--- config.mk ---
export PLATFORM = sky130hd
export DESIGN_NAME = pc_sequencer
export DESIGN_NICKNAME = d
export VERILOG_FILES = /design/src/rtl/pcs_pkg.sv /design/src/rtl/pcs_skip_eval.sv /design/src/rtl/pcs_action_sel.sv /design/src/rtl/pcs_next_addr.sv /design/src/rtl/pc_sequencer.sv
export SDC_FILE = /design/constraint.sdc
export NUM_CORES = 1
export LEC_CHECK = 0
export BUFFER_PORTS_ARGS = -buffer_cell sky130_fd_sc_hd__clkbuf_2
export CAP_MARGIN = 20
export CORE_ASPECT_RATIO = 1.2
export CORE_UTILIZATION = 40
export CTS_CLUSTER_DIAMETER = 100
export DETAILED_ROUTE_END_ITERATION = 6
export PLACE_DENSITY = 0.73
export SYNTH_ARGS = -nofsm -noshare
export SYNTH_HDL_FRONTEND = slang
export SYNTH_HIERARCHICAL = 1
export SYNTH_SLANG_ARGS = --single-unit
--- constraint.sdc ---
create_clock -name clk -period 4.8 [get_ports clk]
set_input_delay 0.48 -clock clk [delete_from_list [all_inputs] [get_ports clk]]
set_output_delay 0.48 -clock clk [all_outputs]
set_load 0.01 [all_outputs]
--- src/rtl/pcs_pkg.sv ---
package pcs_pkg;

    typedef enum logic [1:0] {
        SK_NEVER = 2'd0,
        SK_NEG   = 2'd1,
        SK_ZERO  = 2'd2,
        SK_READY = 2'd3
    } skip_code_e;

    typedef enum logic [1:0] {
        ACT_STAY = 2'd0,
        ACT_STEP = 2'd1,
        ACT_SKIP = 2'd2,
        ACT_JUMP = 2'd3
    } pc_action_e;

endpackage

--- src/rtl/pcs_skip_eval.sv ---
module pcs_skip_eval
    import pcs_pkg::*;
#(
    parameter int DATA_W = 32
) (
    input  skip_code_e          skip_code,
    input  logic [DATA_W-1:0]   alu_val,
    input  logic                in_ready,
    output logic                take_skip
);

    localparam int SIGN_BIT = DATA_W - 1;

    logic is_neg;
    logic is_zero;

    assign is_neg  = alu_val[SIGN_BIT];
    assign is_zero = (alu_val == '0);

    always_comb begin
        unique case (skip_code)
            SK_NEVER: take_skip = 1'b0;
            SK_NEG:   take_skip = is_neg;
            SK_ZERO:  take_skip = is_zero;
            SK_READY: take_skip = in_ready;
            default:  take_skip = 1'b0;
        endcase
    end

endmodule

--- src/rtl/pcs_action_sel.sv ---
module pcs_action_sel
    import pcs_pkg::*;
(
    input  logic       step_en,
    input  logic       hold,
    input  logic       jump_req,
    input  logic       take_skip,
    output pc_action_e action
);

    always_comb begin
        if (hold || !step_en) begin
            action = ACT_STAY;
        end else if (jump_req) begin
            action = ACT_JUMP;
        end else if (take_skip) begin
            action = ACT_SKIP;
        end else begin
            action = ACT_STEP;
        end
    end

endmodule

--- src/rtl/pcs_next_addr.sv ---
module pcs_next_addr
    import pcs_pkg::*;
#(
    parameter int PC_W   = 10,
    parameter int DATA_W = 32
) (
    input  logic [PC_W-1:0]   pc_cur,
    input  pc_action_e        action,
    input  logic [DATA_W-1:0] alu_val,
    output logic [PC_W-1:0]   pc_next,
    output logic [PC_W-1:0]   pc_plus1
);

    localparam logic [PC_W-1:0] ONE = PC_W'(1);
    localparam logic [PC_W-1:0] TWO = PC_W'(2);

    logic [PC_W-1:0] pc_plus2;
    logic [PC_W-1:0] jump_tgt;

    assign pc_plus1 = pc_cur + ONE;
    assign pc_plus2 = pc_cur + TWO;
    assign jump_tgt = alu_val[PC_W-1:0];

    always_comb begin
        unique case (action)
            ACT_STAY: pc_next = pc_cur;
            ACT_STEP: pc_next = pc_plus1;
            ACT_SKIP: pc_next = pc_plus2;
            ACT_JUMP: pc_next = jump_tgt;
            default:  pc_next = pc_cur;
        endcase
    end

endmodule

--- src/rtl/pc_sequencer.sv ---
module pc_sequencer
    import pcs_pkg::*;
#(
    parameter int PC_W   = 10,
    parameter int DATA_W = 32
) (
    input  logic              clk,
    input  logic              rst,
    input  logic              step_en,
    input  logic              hold,
    input  logic [1:0]        skip_sel,
    input  logic [DATA_W-1:0] alu_val,
    input  logic              in_ready,
    input  logic              jump_req,
    output logic [PC_W-1:0]   pc_q,
    output logic [PC_W-1:0]   link_addr
);

    localparam logic [PC_W-1:0] PC_RESET = '0;

    skip_code_e      skip_code;
    logic            take_skip;
    pc_action_e      action;
    logic [PC_W-1:0] pc_next;
    logic [PC_W-1:0] pc_reg;

    assign skip_code = skip_code_e'(skip_sel);

    pcs_skip_eval #(.DATA_W(DATA_W)) u_skip (
        .skip_code (skip_code),
        .alu_val   (alu_val),
        .in_ready  (in_ready),
        .take_skip (take_skip)
    );

    pcs_action_sel u_act (
        .step_en   (step_en),
        .hold      (hold),
        .jump_req  (jump_req),
        .take_skip (take_skip),
        .action    (action)
    );

    pcs_next_addr #(.PC_W(PC_W), .DATA_W(DATA_W)) u_next (
        .pc_cur   (pc_reg),
        .action   (action),
        .alu_val  (alu_val),
        .pc_next  (pc_next),
        .pc_plus1 (link_addr)
    );

    // State register
    always_ff @(posedge clk) begin
        if (rst) begin
            pc_reg <= PC_RESET;
        end else begin
            pc_reg <= pc_next;
        end
    end

    // Outputs
    always_comb begin
        pc_q = pc_reg;
    end


    p_reset_clear_r1: assert property (@(posedge clk)
        rst |=> (pc_q == PC_RESET));


    p_idle_stable_r2: assert property (@(posedge clk) disable iff (rst)
        (!step_en && !hold) |=> $stable(pc_q));


    p_hold_stable_r3: assert property (@(posedge clk) disable iff (rst)
        hold |=> $stable(pc_q));


    p_never_skip_r4: assert property (@(posedge clk) disable iff (rst)
        (step_en && !hold && !jump_req && skip_sel == 2'd0)
        |=> (pc_q == PC_W'($past(pc_q) + PC_W'(1))));

    // an enabled non-jump cycle moves the counter by 1 or 2
    p_step_delta_r5: assert property (@(posedge clk) disable iff (rst)
        (step_en && !hold && !jump_req)
        |=> (PC_W'(pc_q - $past(pc_q)) == PC_W'(1) ||
             PC_W'(pc_q - $past(pc_q)) == PC_W'(2)));


    p_jump_load_r8: assert property (@(posedge clk) disable iff (rst)
        (step_en && !hold && jump_req)
        |=> (pc_q == $past(alu_val[PC_W-1:0])));

endmodule

=== Yosys cells after proc, flatten, opt, wreduce, memory -nomap -nowiden ===
Index checks and enable logic that the tools add are counted.

* Bits in registers: 10
* Input bits: 40
* Output and inout port bits: 20

* Add/sub/neg operators: 2
* Eq/ne operators: 6
* Muxes and demuxes: 5
* Reductions and logical operators: 5

{| class="wikitable"
|+ Operators with widths
! kind !! number
|-
| zero test 32 bit || 1
|-
| case mux 10 bit (3 select lines) || 1
|-
| adder 10 x 1 -> 10 bit, second input constant || 1
|-
| adder 10 x 2 -> 10 bit, second input constant || 1
|-
| equality test 2 bit, second input constant || 4
|-
| 2-to-1 mux 2 bit || 3
|-
| equality test 2 x 1 -> 1 bit, second input constant || 2
|-
| zero test 2 bit || 2
|-
| case mux 1 bit (4 select lines) || 1
|-
| zero test 1 bit || 1
|-
| logical OR 1 bit || 1
|}

=== Depth between registers and ports, before layout ===
* Word-level depth: 7
* Depth in mapped cells: 12

=== By module ===
Netlist, hierarchy kept.

{| class="wikitable"
|+ By module, submodules not included
! module !! instances !! cells an instance !! area each (um2)
|-
| pcs_next_addr || 1 || 96 || 651.9
|-
| pc_sequencer || 1 || 20 || 262.8
|-
| pcs_skip_eval || 1 || 15 || 123.9
|-
| pcs_action_sel || 1 || 5 || 33.8
|}

=== Worst setup path before layout ===
No wires, ideal clock.

* Path type: input-to-reg
* Start point: in alu_val[11]
* End point: reg pc_reg[6] (netlist: pc_q[6])
* Arrival time: 2.239 ns
* Required time: 4.686 ns
* Path slack: 2.448 ns
* Stages on the path: 11
* Path buffers: 2
* Path through: nor4_1 -> nand2_1 -> o31ai_2 -> nor2_1 -> nor2_1 -> clkbuf_8 -> buf_2 -> nand3_1 -> o21ai_0 -> o22ai_1 -> nor2b_1

* Word-level cells in the longest chain between the ends: 7
* Elaborated cells between the ends (all ways): 10
* Those cells by class: eq/ne (3); mux (5); reduce/logical (2)

{| class="wikitable"
|+ RTL lines
! item !! line !! text
|-
| start: declaration || pc_sequencer.sv:12 || <nowiki>input logic [DATA_W-1:0] alu_val,</nowiki>
|-
| zero test 32 bit (*) || pcs_skip_eval.sv:18 || <nowiki>assign is_zero = (alu_val == '0);</nowiki>
|-
| case mux 1 bit (4 select lines) (*) || pcs_skip_eval.sv:21 || <nowiki>unique case (skip_code)</nowiki>
|-
| named net take_skip || pc_sequencer.sv:22 || <nowiki>logic take_skip;</nowiki>
|-
| 2-to-1 mux 2 bit (*) || pcs_action_sel.sv:16 || <nowiki>end else if (take_skip) begin</nowiki>
|-
| 2-to-1 mux 2 bit (*) || pcs_action_sel.sv:14 || <nowiki>end else if (jump_req) begin</nowiki>
|-
| 2-to-1 mux 2 bit (*) || pcs_action_sel.sv:12 || <nowiki>if (hold || !step_en) begin</nowiki>
|-
| named net action[1] || pc_sequencer.sv:23 || <nowiki>pc_action_e action;</nowiki>
|-
| equality test 2 bit / equality test 2 x 1 -> 1 bit (equally long branches) || pcs_next_addr.sv:25 || <nowiki>unique case (action)</nowiki>
|-
| case mux 10 bit (3 select lines) (*) || pcs_next_addr.sv:25 ||
|-
| named net pc_next[6] || pc_sequencer.sv:24 || <nowiki>logic [PC_W-1:0] pc_next;</nowiki>
|-
| end signal: assignment || pc_sequencer.sv:57 || <nowiki>pc_reg <= pc_next;</nowiki>
|-
| end: declaration || pc_sequencer.sv:25 || <nowiki>logic [PC_W-1:0] pc_reg;</nowiki>
|}

The timed path passes the listed nets; every way through them passes the cells marked *.
A chain may end at the register's enable or synchronous reset.

=== Worst setup path after layout ===
* Start point: in skip_sel[1]
* End point: reg pc_reg[7] (netlist: pc_q[7])

* Word-level cells in the longest chain between the ends: 7
* Elaborated cells between the ends (all ways): 13
* Those cells by class: eq/ne (6); mux (5); reduce/logical (2)

{| class="wikitable"
|+ RTL lines
! item !! line !! text
|-
| start: declaration || pc_sequencer.sv:11 || <nowiki>input logic [1:0] skip_sel,</nowiki>
|-
| equality test 2 bit, or another cell as far along || pcs_skip_eval.sv:21 ||
|-
| case mux 1 bit (4 select lines) (*) || pcs_skip_eval.sv:21 ||
|-
| named net take_skip || pc_sequencer.sv:22 ||
|-
| 2-to-1 mux 2 bit (*) || pcs_action_sel.sv:16 ||
|-
| 2-to-1 mux 2 bit (*) || pcs_action_sel.sv:14 ||
|-
| 2-to-1 mux 2 bit (*) || pcs_action_sel.sv:12 ||
|-
| named net action[0] || pc_sequencer.sv:23 ||
|-
| equality test 2 bit / equality test 2 x 1 -> 1 bit (equally long branches) || pcs_next_addr.sv:25 ||
|-
| case mux 10 bit (3 select lines) (*) || pcs_next_addr.sv:25 ||
|-
| named net pc_next[7] || pc_sequencer.sv:24 ||
|}

Marked as above.

==> metrics.txt <==
clock power share 0.258; Peak VDD IR 86.5 µV; drt drc 0; Worst-Skew Late Latency 0.26 ns; pre-CTS setup slack 2.00 ns; Final Hold Violating Endpoints 0; number of CTS-inserted buffers 3; xor/xnor share of the synthesized area 0.0898; Max H-tree Level 1; mux share of post-synthesis cell area 0.0198; CP arrival 2.69 ns; RSZ-0062 raised after global routing no; fmax 393 MHz; antenna violations before repair 0; Vias 1186; leak pwr 0.632 nW; Synth Area in Compound Gates 0.198; ANT cells 0; Mapped Area 1070 µm²; vias per cell 5.29; sequential element share of the synthesized area 0.187; Worst Max-Slew Pin Slew 0.998 ns; antenna-violating nets left 0; relative slew slack 0.335; HPWL Detailed 2240 µm; # clock sinks 10; layout cell share with drive strength beyond 1 0.403; vias in the first global route 1101; Horiz. Die Dim 49.3 µm; fin. max-slew vios 0; # setup viols final 0; # resized after CTS 0; number of enable flip-flop cells after synthesis 0; first-pass detailed-route iteration total 4; Synth Area in Adders 0.0350; Initial DRC Count 46; Most used DFF post-synth dfxtp_1; TritonCTS clock tree done; CP most frequent cell nand2_1; asr flop ratio synth 0; Crit Path Max Fanout 26; fillers 259; die height 58.7 µm; flops & latches, synth 10; status finished, final reports clean; largest family of logic cells by synthesized area simple AND/OR/NAND/NOR gates; pwr dens 163 nW/µm²; Max Cap Viol 0; max incr delay on CP 0.79 ns; Final period util 0.530; Final GP Congestion 0.798; CP max-delay cell a21oi_2; final worst slack 2.25 ns; die area 2890 µm²; max FFs per register 10; Mapped Nets 179; min Tclk post-route 2.55 ns; WS Path Type in -> reg; WL final 2880 µm; Starting Density 0.424; largest net degree at the start of global routing 27; Final Net Count 236; Core Rows 20; final global-route overflow total 0; Min-Delay Path Class in -> reg; Area Growth Syn to Fin 26.6%; # IOs 60; first-pass GRT wire length 4660 µm; gr usage total 0.205; Avg Inst Size Synth 7.88 µm²; postcts setup bufs 0; Critical Path Start Type primary input; final clock skew 0.00479 ns; Worst-path clk slew 0.07 ns; clock tree buffer depth 2; Cell Int Power 150 µW; TNS Setup 0 ns; Yosys cell types 40; Worst EP required 4.94 ns; CTS root buf clkbuf_4; Bufs and invs on worst path 1; simple-gate share of the synthesized area 0.373; Cell Chain, Critical Path clkbuf_2 > mux2_2 > nand2_1 > o31ai_2 > a21oi_2 > and2b_1 > o21ai_0 > nand2_1 > a311o_1 > nor2b_1; Cells after Synth 136; Net Switching 72.2 µW; Yosys warnings 6; WL/cell 12.8 µm; sequential share of power 0.434; port bufs 59; commonest non-fill, non-tap cell in the layout clkbuf_2; post-cts hold buffer count 0; critical path endpoint category flip-flop; crit-path leading delay family compound AO/OA/AOI/OAI gates; sw frac 0.326; Comb power frac 0.308; core area 2530 µm²; most frequent cells in the layout 59 x clkbuf_2, 13 x nand2_1, 11 x nor2b_1
-- layout make-up --
type / instances / area, µm² / area share
multi-input cells: 112 / 768 / 0.566
repair buffers: 60 / 303 / 0.223
flip-flops and latches: 10 / 200 / 0.147
well taps: 33 / 41.3 / 0.0304
clock buffers: 3 / 22.5 / 0.0166
inverters: 6 / 22.5 / 0.0166
-- through the flow --
stage	cells	hold WS [ns]	area, µm²	power, mW	util
after floorplan	136	0.552	1070	0.138	-
after global placement	221	0.650	1340	0.165	0.528
after detailed placement	221	0.669	1340	0.167	0.528
after CTS	224	0.546	1360	0.224	0.537
after global routing	224	0.556	1360	0.236	0.537
final	224	0.551	1360	0.222	0.537
-- power groups by stage --
stage / clock, mW / sequential [mW] / combinational [mW]
final: 0.0573 / 0.0961 / 0.0683
after global placement: 0 / 0.0978 / 0.0669
after global routing: 0.0632 / 0.0972 / 0.0761
after CTS: 0.0591 / 0.0962 / 0.0687
after detailed placement: 0 / 0.0981 / 0.0684
after floorplan: 0 / 0.0955 / 0.0424
-- final timing paths --
kind | slack, ns | endpoint | start | depth (start not counted)
setup / recovery | 2.25 | pc_q[7] | skip_sel[1] | 10
hold / removal | 0.55 | pc_q[3] | rst | 2
setup reg to reg | 2.82 | pc_q[8] | pc_q[1] | 6
hold reg to reg | 0.67 | pc_q[9] | pc_q[9] | 3
-- layer usage --
metal / share of wire / global-route usage / vias up / routed length, µm
li1: - / - / 608 / -
met1: 0.45 / 0.243 / 540 / 1280
met2: 0.51 / 0.382 / 38 / 1470
met3: 0.044 / 0.0155 / 0 / 126
met4: 0 / 0.0798 / 0 / 0
met5: 0 / 0 / - / 0
-- kinds of logic after synthesis --
| group | Yosys count |
|---|---|
| XOR/XNOR | 11 |
| AO/OA/AOI/OAI | 32 |
| buffers and inverters | 14 |
| adder cells (fa/ha/maj) | 3 |
| multiplexers | 2 |
| flip-flops | 10 |
| AND/OR/NAND/NOR | 64 |
-- cells in the mapped netlist, types with 2 or more instances --
library cell / n / area, µm²
inv_1: 6 / 22.5
a311o_1: 2 / 20.0
nand4_1: 5 / 31.3
dfxtp_1: 10 / 200
or4_1: 3 / 22.5
nand2_1: 13 / 48.8
xor2_1: 5 / 43.8
o22ai_1: 3 / 18.8
clkbuf_8: 3 / 41.3
nor4_2: 3 / 37.5
nor2b_1: 11 / 68.8
buf_2: 2 / 10.0
a21oi_1: 9 / 45.0
buf_6: 2 / 22.5
nor3_1: 2 / 10.0
nor2_1: 10 / 37.5
o21ai_0: 9 / 45.0
nor4_1: 4 / 25.0
xnor2_1: 6 / 52.6
nand3_1: 4 / 20.0
ha_1: 3 / 37.5
o31ai_1: 3 / 22.5
No activity file was read; power rests on OpenSTA's default activity.
